**config.mk**
```make
export PLATFORM = sky130hd
export DESIGN_NAME = freq_cfg_bank
export DESIGN_NICKNAME = d
export VERILOG_FILES = /design/src/rtl/freq_cfg_pkg.sv /design/src/rtl/freq_cfg_ctrl.sv /design/src/rtl/freq_cfg_dpath.sv /design/src/rtl/freq_cfg_bank.sv
export SDC_FILE = /design/constraint.sdc
export NUM_CORES = 1
export LEC_CHECK = 0
export ABC_AREA = 1
export BUFFER_PORTS_ARGS = -buffer_cell sky130_fd_sc_hd__buf_4
export CORE_UTILIZATION = 55
export CTS_CLUSTER_DIAMETER = 100
export CTS_CLUSTER_SIZE = 24
export DETAILED_ROUTE_END_ITERATION = 10
export HOLD_SLACK_MARGIN = 0.08
export PLACE_DENSITY_LB_ADDON = 0.3
export SYNTH_ARGS = -nofsm -noshare
export SYNTH_HDL_FRONTEND = slang
export SYNTH_HIERARCHICAL = 1
export SYNTH_SLANG_ARGS = --single-unit
```
**constraint.sdc**
```tcl
create_clock -name clk -period 4.2 [get_ports clk]
set_input_delay 0.21 -clock clk [delete_from_list [all_inputs] [get_ports clk]]
set_output_delay 0.21 -clock clk [all_outputs]
set_load 0.02 [all_outputs]
```
**src/rtl/freq_cfg_pkg.sv**
```systemverilog
package freq_cfg_pkg;
  localparam int P_W      = 2;
  localparam int MINT_W   = 7;
  localparam int MFRAC_W  = 18;
  localparam int N_W      = 7;
  localparam int SET_W    = P_W + MINT_W + MFRAC_W + N_W;
  localparam int NUM_SETS = 4;
  localparam int SEL_W    = $clog2(NUM_SETS);
  localparam int GAIN_W   = 6;
  localparam int TUNE_W   = GAIN_W + 1;
  localparam int ADDR_W   = 8;
  localparam int DATA_W   = 8;

  localparam int BYTES_PER_SET = (SET_W + DATA_W - 1) / DATA_W;
  localparam int BYTE_IDX_W    = $clog2(BYTES_PER_SET);
  localparam int STAGE_BYTES   = BYTES_PER_SET - 1;
  localparam int STAGE_W       = STAGE_BYTES * DATA_W;
  localparam int LAST_W        = SET_W - STAGE_W;
  localparam int PAD_W         = BYTES_PER_SET * DATA_W - SET_W;
  localparam int TUNE_ADDR     = NUM_SETS << BYTE_IDX_W;

  localparam int N_LSB    = 0;
  localparam int FRAC_LSB = N_LSB + N_W;
  localparam int MINT_LSB = FRAC_LSB + MFRAC_W;
  localparam int P_LSB    = MINT_LSB + MINT_W;

  typedef struct packed {
    logic [STAGE_BYTES-1:0] stageWe;
    logic                   commitWe;
    logic                   tuneWe;
    logic [SEL_W-1:0]       tgtSet;
    logic [BYTE_IDX_W-1:0]  byteIdx;
    logic                   setHit;
    logic                   tuneHit;
  } cfg_strb_t;
endpackage

```
**src/rtl/freq_cfg_ctrl.sv**
```systemverilog
module freq_cfg_ctrl
  import freq_cfg_pkg::*;
(
  input  logic              clk,
  input  logic              rst,
  input  logic [SEL_W-1:0]  selPin,
  input  logic [ADDR_W-1:0] regAddr,
  input  logic              regWrEn,
  output logic [SEL_W-1:0]  selSync,
  output cfg_strb_t         strb
);
  localparam int AREA_LSB = SEL_W + BYTE_IDX_W;

  logic [SEL_W-1:0]      selMeta;
  logic [BYTE_IDX_W-1:0] byteIdx;
  logic                  setArea;
  logic                  setHit;

  // two-flop synchronizer on the asynchronous select pins
  always_ff @(posedge clk) begin
    if (rst) begin
      selMeta <= '0;
      selSync <= '0;
    end else begin
      selMeta <= selPin;
      selSync <= selMeta;
    end
  end

  assign byteIdx = regAddr[BYTE_IDX_W-1:0];
  assign setArea = (regAddr[ADDR_W-1:AREA_LSB] == '0);
  assign setHit  = setArea && (byteIdx < BYTE_IDX_W'(BYTES_PER_SET));

  for (genvar k = 0; k < STAGE_BYTES; k++) begin : g_stage
    assign strb.stageWe[k] = regWrEn && setHit && (byteIdx == BYTE_IDX_W'(k));
  end

  assign strb.commitWe = regWrEn && setHit && (byteIdx == BYTE_IDX_W'(BYTES_PER_SET - 1));
  assign strb.tuneHit  = (regAddr == ADDR_W'(TUNE_ADDR));
  assign strb.tuneWe   = regWrEn && strb.tuneHit;
  assign strb.tgtSet   = regAddr[AREA_LSB-1:BYTE_IDX_W];
  assign strb.byteIdx  = byteIdx;
  assign strb.setHit   = setHit;

  // at most one storage action per write
  p_one_action_r10: assert property (@(posedge clk) disable iff (rst)
    $onehot0({strb.stageWe, strb.commitWe, strb.tuneWe}));
endmodule

```
**src/rtl/freq_cfg_dpath.sv**
```systemverilog
module freq_cfg_dpath
  import freq_cfg_pkg::*;
#(
  parameter logic [NUM_SETS*SET_W-1:0] DEF_SETS = '0,
  parameter logic [TUNE_W-1:0]         DEF_TUNE = '0
) (
  input  logic              clk,
  input  logic              rst,
  input  logic [SEL_W-1:0]  selSync,
  input  cfg_strb_t         strb,
  input  logic [DATA_W-1:0] regWrData,
  output logic [DATA_W-1:0] regRdData,
  output logic [SET_W-1:0]  activeVec,
  output logic [TUNE_W-1:0] tuneVal,
  output logic              cfgChanged
);
  logic [SET_W-1:0]   setReg [NUM_SETS];
  logic [STAGE_W-1:0] stageReg;
  logic [TUNE_W-1:0]  tuneReg;
  logic [SEL_W-1:0]   selPrev;
  logic [SET_W-1:0]   activePrev;
  logic [BYTES_PER_SET*DATA_W-1:0] rdVec;

  for (genvar k = 0; k < STAGE_BYTES; k++) begin : g_stg
    always_ff @(posedge clk) begin
      if (rst)                  stageReg[k*DATA_W +: DATA_W] <= '0;
      else if (strb.stageWe[k]) stageReg[k*DATA_W +: DATA_W] <= regWrData;
    end
  end

  for (genvar i = 0; i < NUM_SETS; i++) begin : g_set
    always_ff @(posedge clk) begin
      if (rst)
        setReg[i] <= DEF_SETS[i*SET_W +: SET_W];
      else if (strb.commitWe && strb.tgtSet == SEL_W'(i))
        setReg[i] <= {regWrData[LAST_W-1:0], stageReg};
    end

    // bank contents move only on their own commit
    p_bank_hold_r5: assert property (@(posedge clk) disable iff (rst)
      !(strb.commitWe && strb.tgtSet == SEL_W'(i)) |=> $stable(setReg[i]));
  end

  always_ff @(posedge clk) begin
    if (rst)              tuneReg <= DEF_TUNE;
    else if (strb.tuneWe) tuneReg <= regWrData[TUNE_W-1:0];
  end

  assign activeVec = setReg[selSync];
  assign tuneVal   = tuneReg;

  always_ff @(posedge clk) begin
    if (rst) begin
      selPrev    <= '0;
      activePrev <= DEF_SETS[SET_W-1:0];
    end else begin
      selPrev    <= selSync;
      activePrev <= activeVec;
    end
  end

  assign cfgChanged = (selSync != selPrev) || (activeVec != activePrev);

  assign rdVec = {{PAD_W{1'b0}}, setReg[strb.tgtSet]};

  always_comb begin
    if (strb.setHit)       regRdData = rdVec[{strb.byteIdx, 3'b000} +: DATA_W];
    else if (strb.tuneHit) regRdData = {{(DATA_W-TUNE_W){1'b0}}, tuneReg};
    else                   regRdData = '0;
  end

  p_sel_pulse_r8: assert property (@(posedge clk) disable iff (rst)
    (selSync != $past(selSync)) |-> cfgChanged);

  p_quiet_pulse_r9: assert property (@(posedge clk) disable iff (rst)
    (!$past(strb.commitWe) && selSync == $past(selSync)) |-> !cfgChanged);

  p_tune_hold_r7: assert property (@(posedge clk) disable iff (rst)
    !strb.tuneWe |=> $stable(tuneReg));
endmodule

```
**src/rtl/freq_cfg_bank.sv**
```systemverilog
module freq_cfg_bank
  import freq_cfg_pkg::*;
#(
  parameter logic [NUM_SETS*SET_W-1:0] DEF_SETS = {
    {2'd2, 7'd90, 18'h00000, 7'd15},
    {2'd0, 7'd21, 18'h3FFFF, 7'd16},
    {2'd1, 7'd43, 18'h20000, 7'd20},
    {2'd1, 7'd44, 18'h01234, 7'd32}},
  parameter logic [TUNE_W-1:0] DEF_TUNE = {1'b0, 6'd8}
) (
  input  logic               clk,
  input  logic               rst,
  input  logic [SEL_W-1:0]   selPin,
  input  logic [ADDR_W-1:0]  regAddr,
  input  logic               regWrEn,
  input  logic [DATA_W-1:0]  regWrData,
  output logic [DATA_W-1:0]  regRdData,
  output logic [P_W-1:0]     preDiv,
  output logic [MINT_W-1:0]  fbInt,
  output logic [MFRAC_W-1:0] fbFrac,
  output logic [N_W-1:0]     postDiv,
  output logic [GAIN_W-1:0]  tuneGain,
  output logic               tunePol,
  output logic               cfgChanged
);
  logic [SEL_W-1:0]  selSync;
  cfg_strb_t         strb;
  logic [SET_W-1:0]  activeVec;
  logic [TUNE_W-1:0] tuneVal;

  freq_cfg_ctrl u_ctrl (
    .clk     (clk),
    .rst     (rst),
    .selPin  (selPin),
    .regAddr (regAddr),
    .regWrEn (regWrEn),
    .selSync (selSync),
    .strb    (strb)
  );

  freq_cfg_dpath #(.DEF_SETS(DEF_SETS), .DEF_TUNE(DEF_TUNE)) u_dpath (
    .clk        (clk),
    .rst        (rst),
    .selSync    (selSync),
    .strb       (strb),
    .regWrData  (regWrData),
    .regRdData  (regRdData),
    .activeVec  (activeVec),
    .tuneVal    (tuneVal),
    .cfgChanged (cfgChanged)
  );

  assign preDiv   = activeVec[P_LSB    +: P_W];
  assign fbInt    = activeVec[MINT_LSB +: MINT_W];
  assign fbFrac   = activeVec[FRAC_LSB +: MFRAC_W];
  assign postDiv  = activeVec[N_LSB    +: N_W];
  assign tuneGain = tuneVal[GAIN_W-1:0];
  assign tunePol  = tuneVal[GAIN_W];
endmodule

```
==> run metrics, run 1 <==
critical path launch point=u_ctrl/selSync[1]; layout cell share with drive strength beyond 1=0.0907; CTS-repair resized insts=0; minimum clock period=2.99 ns; synthesized instance count=1237; drt first pass iters=9; R2R Path Start=u_ctrl/selSync[1]; fmax=0.335 GHz; cell area after synthesis=10200 µm²; adder-cell area share of the yosys netlist=0; Synth cell types=35; leak pwr=4.46 nW; IO Count=71; wire length per cell=18.6 µm; post-layout util=0.619; CTS tree=yes; largest family of logic cells by synthesized area=simple AND/OR/NAND/NOR gates; Vias/cell=5.72; crit-path max FO=36; core box area=18100 µm²; post-DP HPWL=18600 µm; R2R Path End=u_dpath/activePrev[32]; final hold slack=0.157 ns; Tcrit/Tclk final=0.711; Area contributors post-synth=edfxtp_1, dfxtp_1, nand2_1, nor2_1, nand3_1; CP Data Arrival Time=2.78 ns; worst reg-to-reg path cell count=5; PD cells=360 nW/µm²; hold crit path type=in2reg; Filler cells=1580; Syn Nets=1258; Max VDD drop=0.273 mV; endpoints failing hold=0; Cell Area, Placed=10800 µm²; ANT nets after route=0; Post-Synth XOR/XNOR Area=0.00686; gr ovfl total=0; Hold Crit Depth=2; Compound-Gate Fraction of Synth Area=0.0816; first-pass GRT wire length=43200 µm; GR peak layer=met2; final setup violation count=0; Total Power=4.03 mW; vias in the first global route=7872; Die Y=138 µm; Post-synth top flop=edfxtp_1; final antenna diode count=0; setup TNS=0 ns; Worst-path clk slew=0.09 ns; Setup WS post-layout=1.21 ns; die extent in x=138 µm; non-filler instance count after layout=1508; Detailed Route Iter0 Violations=1217; critical path class=reg2out; grt met2 use=0.461; Initial Utilization=0.565; worst skew pair latency=0.47 ns; reg-to-reg slack, setup=2.32 ns; dpl cells=1480; Num CTS Buffers=12; area leader, netlist=edfxtp_1; max-slew violation count=0; met3 usage=0.0551; GRT met1 Usage=0.410; Crit path required time=3.99 ns; Worst-Margin Slew=1.21 ns; failing checks=DRC; ys async rst share=0; Root Driver=clkbuf_16; Clock Sink Count=215; Post-Synthesis Mean Instance Area=8.26 µm²; Final Skew=0.0160 ns; largest net degree at the start of global routing=70; Vias=8629; Post-synth EDFFs=136; Routed WL=28000 µm; RSZ-0062 raised after global routing=no; initial antenna violation count=0; H-tree depth=1; Synth Register Bits=215; crit path capture=cfgChanged; Seq/Total Area, Yosys=0.555; Critical Path Start Type=flop; die area=19100 µm²; multi-input logic area=3760 µm²; gr usage total=0.294; Slew headroom=0.190; share of the synthesized area in the top cell type=0.400; Rows=49; Place WS=1.69 ns; GPL Wtd Cong=0.865; Register Area=5670 µm²; CTS max path bufs=3; DRC errors left=16; Design Area, Final=11200 µm²; Crit. End Element=output pin; synthesis-to-layout area growth=9.53%; Synth Area in Simple Gates=0.278; Max-Cap Viols=0; synthesis warning total=6; mux cell area share after synthesis=0; status=complete, but fails checks; port buffer count=70; Final #Nets=1294
-- sequential cells by signal, summed over array words and instances, names as in the netlist --
register	flops
u_dpath/setReg	136
u_dpath/activePrev	34
u_dpath/stageReg	32
u_dpath/tuneVal	7
u_ctrl/selMeta	2
u_ctrl/selSync	2
u_dpath/selPrev	2
-- cells in the mapped netlist (12+ instances only) --
cell type,number
o21ai_0,49
a22oi_1,43
nand4_1,12
inv_1,106
nor2_1,160
buf_4,14
nand3_1,97
clkbuf_1,17
buf_2,28
edfxtp_1,136
nand2_1,402
dfxtp_1,79
a21oi_1,36
-- cell usage in the layout, fill, tap and decap left out, types with 2 or more instances in the layout --
master,netlist,final
o211ai_1,3,3
a22oi_1,43,43
inv_2,9,9
clkbuf_1,17,7
o21ai_0,49,47
dlygate4sd3_1,0,8
a21oi_1,36,36
nand3_1,97,97
xor2_1,6,6
nand2_1,402,402
edfxtp_1,136,136
nor2_1,160,160
buf_4,14,79
nor2_4,3,3
xnor2_1,2,2
nand4_1,12,12
o21ai_1,5,5
clkbuf_16,0,13
nor2_2,2,2
dfxtp_1,79,78
clkinv_1,2,2
o21ai_4,0,2
nand3b_1,9,9
inv_1,106,106
-- worst min path at each step --
stage / slack [ns] / to / from
global route: 0.18 / u_dpath/activePrev[24] / rst
detailed placement: 0.40 / u_ctrl/selSync[0] / u_ctrl/selMeta[0]
finish: 0.16 / u_dpath/activePrev[0] / rst
global placement: 0.40 / u_ctrl/selSync[0] / u_ctrl/selMeta[0]
floorplan: 0.28 / u_ctrl/selMeta[0] / rst
CTS: 0.16 / u_dpath/activePrev[2] / rst
-- per-layer routing --
layer,share of wire,up-vias
met4,0.032,0
met3,0.12,73
met5,0,-
met2,0.45,528
li1,-,4086
met1,0.40,3942
-- cell type report --
type | instances | area share
Clock buffer | 20 | 0.0314
Inverter | 118 | 0.0398
Multi-Input combinational cell | 839 | 0.336
Sequential cell | 215 | 0.507
Tap cell | 229 | 0.0256
Timing Repair Buffer | 87 | 0.0602
-- critical path, cell delays in order, from the launching register on --
cell and delay, ns:
dfxtp_1 0.31, buf_4 0.26, inv_2 0.61, nand3_1 0.32
nand3b_1 0.17, nand2_1 0.06, nor2_1 0.11, nand3_1 0.09
nor2_1 0.11, nand3_1 0.08, buf_4 0.16
-- power breakdown --
part	switching (mW)	internal, mW	leakage (nW)
logic	0.323	0.147	2.39
registers	0.0307	2.29	1.90
clock network	0.654	0.580	0.168
-- timing repair --
item / in CTS / in global routing
hold buffers: 8 / 0
endpoints found under the hold margin: 11 / 0
buffers inserted: 0 / 0
-- cells by family after synthesis --
group / count (synthesis)
AOI/OAI and AO/OA: 140
xor gates and xnor gates: 8
and+or+nand+nor: 691
DFF: 215
buffers and inverters: 183
Note: power is estimated with default switching activity, not from simulation.
==> run 2: changes to the inputs <==
==> constraint.sdc (replaced) <==
create_clock -name clk -period 2.5 [get_ports clk]
set_input_delay 0.125 -clock clk [delete_from_list [all_inputs] [get_ports clk]]
set_output_delay 0.125 -clock clk [all_outputs]
set_load 0.02 [all_outputs]
==> run 2 against run 1 <==
Compared with the run above:
- the flow still finishes with violations (DRC)
- combinational power up 90%
- utilization up 3.4 points
- clock skew down 0.010 ns
- routed wire length up 8.0%
- worst hold slack worse by 0.066 ns
- clock power up 71%
- sequential power up 68%
==> run metrics, run 2 (synthesized netlist as in run 1, its figures left out) <==
endpoints failing hold=0; final setup violation count=0; Num CTS Buffers=12; Total Power=6.90 mW; worst reg-to-reg path cell count=6; Final #Nets=1328; fmax=0.418 GHz; CTS tree=yes; gr ovfl total=0; hold crit path type=in2reg; PD cells=585 nW/µm²; GPL Wtd Cong=0.926; IO Count=71; Filler cells=1488; Slew headroom=0.545; Max VDD drop=0.369 mV; Max-Cap Viols=0; post-DP HPWL=19400 µm; Critical Path Start Type=flop; DRC errors left=10; failing checks=DRC; die extent in x=138 µm; H-tree depth=1; ANT nets after route=0; Rows=49; Worst-path clk slew=0.10 ns; crit-path max FO=17; Vias/cell=5.86; status=complete, but fails checks; Root Driver=clkbuf_16; port buffer count=70; leak pwr=4.73 nW; setup TNS=0 ns; Die Y=138 µm; largest registers=u_dpath/setReg (136), u_dpath/activePrev (34), u_dpath/stageReg (32); initial antenna violation count=0; Crit. End Element=output pin; Clock Sink Count=215; Biggest register=u_dpath/setReg; Most common cell on crit path=nand2_1; first-pass GRT wire length=43900 µm; core box area=18100 µm²; crit path cell chain=buf_4 > buf_6 > nand2_1 > nand3_2 > nand2_2 > nand2_1 > nand2_1 > nand3_1 > nor2_1 > nand2_1 > nor2_1 > nand3_1 > buf_4; max-slew violation count=0; critical path class=reg2out; layout cell share with drive strength beyond 1=0.139; Cell Area, Placed=11000 µm²; Worst-Margin Slew=0.681 ns; die area=19100 µm²; final hold slack=0.0905 ns; Hold Crit Depth=3; Crit path largest cell delay=0.36 ns; Detailed Route Iter0 Violations=1270; synthesis-to-layout area growth=15.5%; Initial Utilization=0.565; vias in the first global route=8005; Crit-path slowest cell=dfxtp_4; drt first pass iters=9; Tcrit/Tclk final=0.958; final antenna diode count=0; Design Area, Final=11800 µm²; most frequent cells in the layout=nand2_1, nor2_1, edfxtp_1, inv_1, buf_4; CP Data Arrival Time=2.27 ns; commonest non-fill, non-tap cell in the layout=nand2_1; wire length per cell=19.6 µm; Routed WL=30200 µm; CTS max path bufs=3; Crit path required time=2.38 ns; Vias=9033; gr usage total=0.301; Final Skew=0.00590 ns; Largest register FFs=136; minimum clock period=2.40 ns; worst skew pair latency=0.47 ns; largest net degree at the start of global routing=69
run 2: cell types whose count changed in the layout (fill, tap and decap cells not counted), moves of 2 or more:
cell | previous run | this run
nand2_1 | 402 | 386
buf_4 | 79 | 90
inv_6 | 0 | 2
clkbuf_16 | 13 | 17
nand3_1 | 97 | 83
buf_12 | 0 | 8
nand2_2 | 1 | 17
nand3_2 | 1 | 15
buf_6 | 0 | 7
run 2: worst max-delay path, delay by kind of cell, from the launching register on:
kind / cells / cell delay [ns]
buffers and inverters: 3 / 0.52
flip-flops: 1 / 0.36
AND/OR/NAND/NOR: 10 / 0.91
run 2: power breakdown:
| group | internal (mW) | leakage [nW] | switching (mW) |
|---|---|---|---|
| clock network | 0.976 | 0.168 | 1.12 |
| registers | 3.85 | 1.90 | 0.0529 |
| logic | 0.310 | 2.66 | 0.585 |
| total | 5.14 | 4.73 | 1.76 |
run 2: worst paths after layout:
check,end,slack (ns),startpoint
setup reg to reg,u_dpath/activePrev[18],1.19,u_ctrl/selSync[0]
setup / recovery,cfgChanged,0.10,u_ctrl/selSync[0]
hold / removal,u_dpath/stageReg[17],0.09,regWrData[1]
hold reg to reg,u_ctrl/selSync[0],0.43,u_ctrl/selMeta[0]
run 2: per-layer routing:
layer  GRT usage  routed length [µm]
met1       0.424               11800
met2       0.470               13800
met3      0.0447                3600
met4       0.119                1010
met5           0                   0
run 2: through the flow:
stage | utilization | setup slack, ns | instances
5_1_grt | 0.652 | -0.0366 | 1542
2_1_floorplan | - | -0.223 | 1237
3_3_place_gp | 0.607 | 0.498 | 1497
3_5_place_dp | 0.607 | 0.461 | 1497
6_report | 0.652 | 0.105 | 1542
4_1_cts | 0.632 | 0.00608 | 1526
run 2: what timing repair did:
action / CTS / global route
resized for setup: 0 / 46
hold endpoints to repair: 36 / 0
setup buffers: 0 / 8
hold buffers: 9 / 0
setup endpoints to repair: 0 / 1
run 2: layout make-up:
type | count | area, µm² | area share
Sequential cell | 215 | 5670 | 0.481
Multi-Input combinational cell | 839 | 3880 | 0.329
Timing Repair Buffer | 119 | 1130 | 0.0960
Inverter | 118 | 460 | 0.0390
Clock buffer | 20 | 352 | 0.0298
Tap cell | 229 | 287 | 0.0243
Timing Repair inverter | 2 | 17.5 | 0.00149
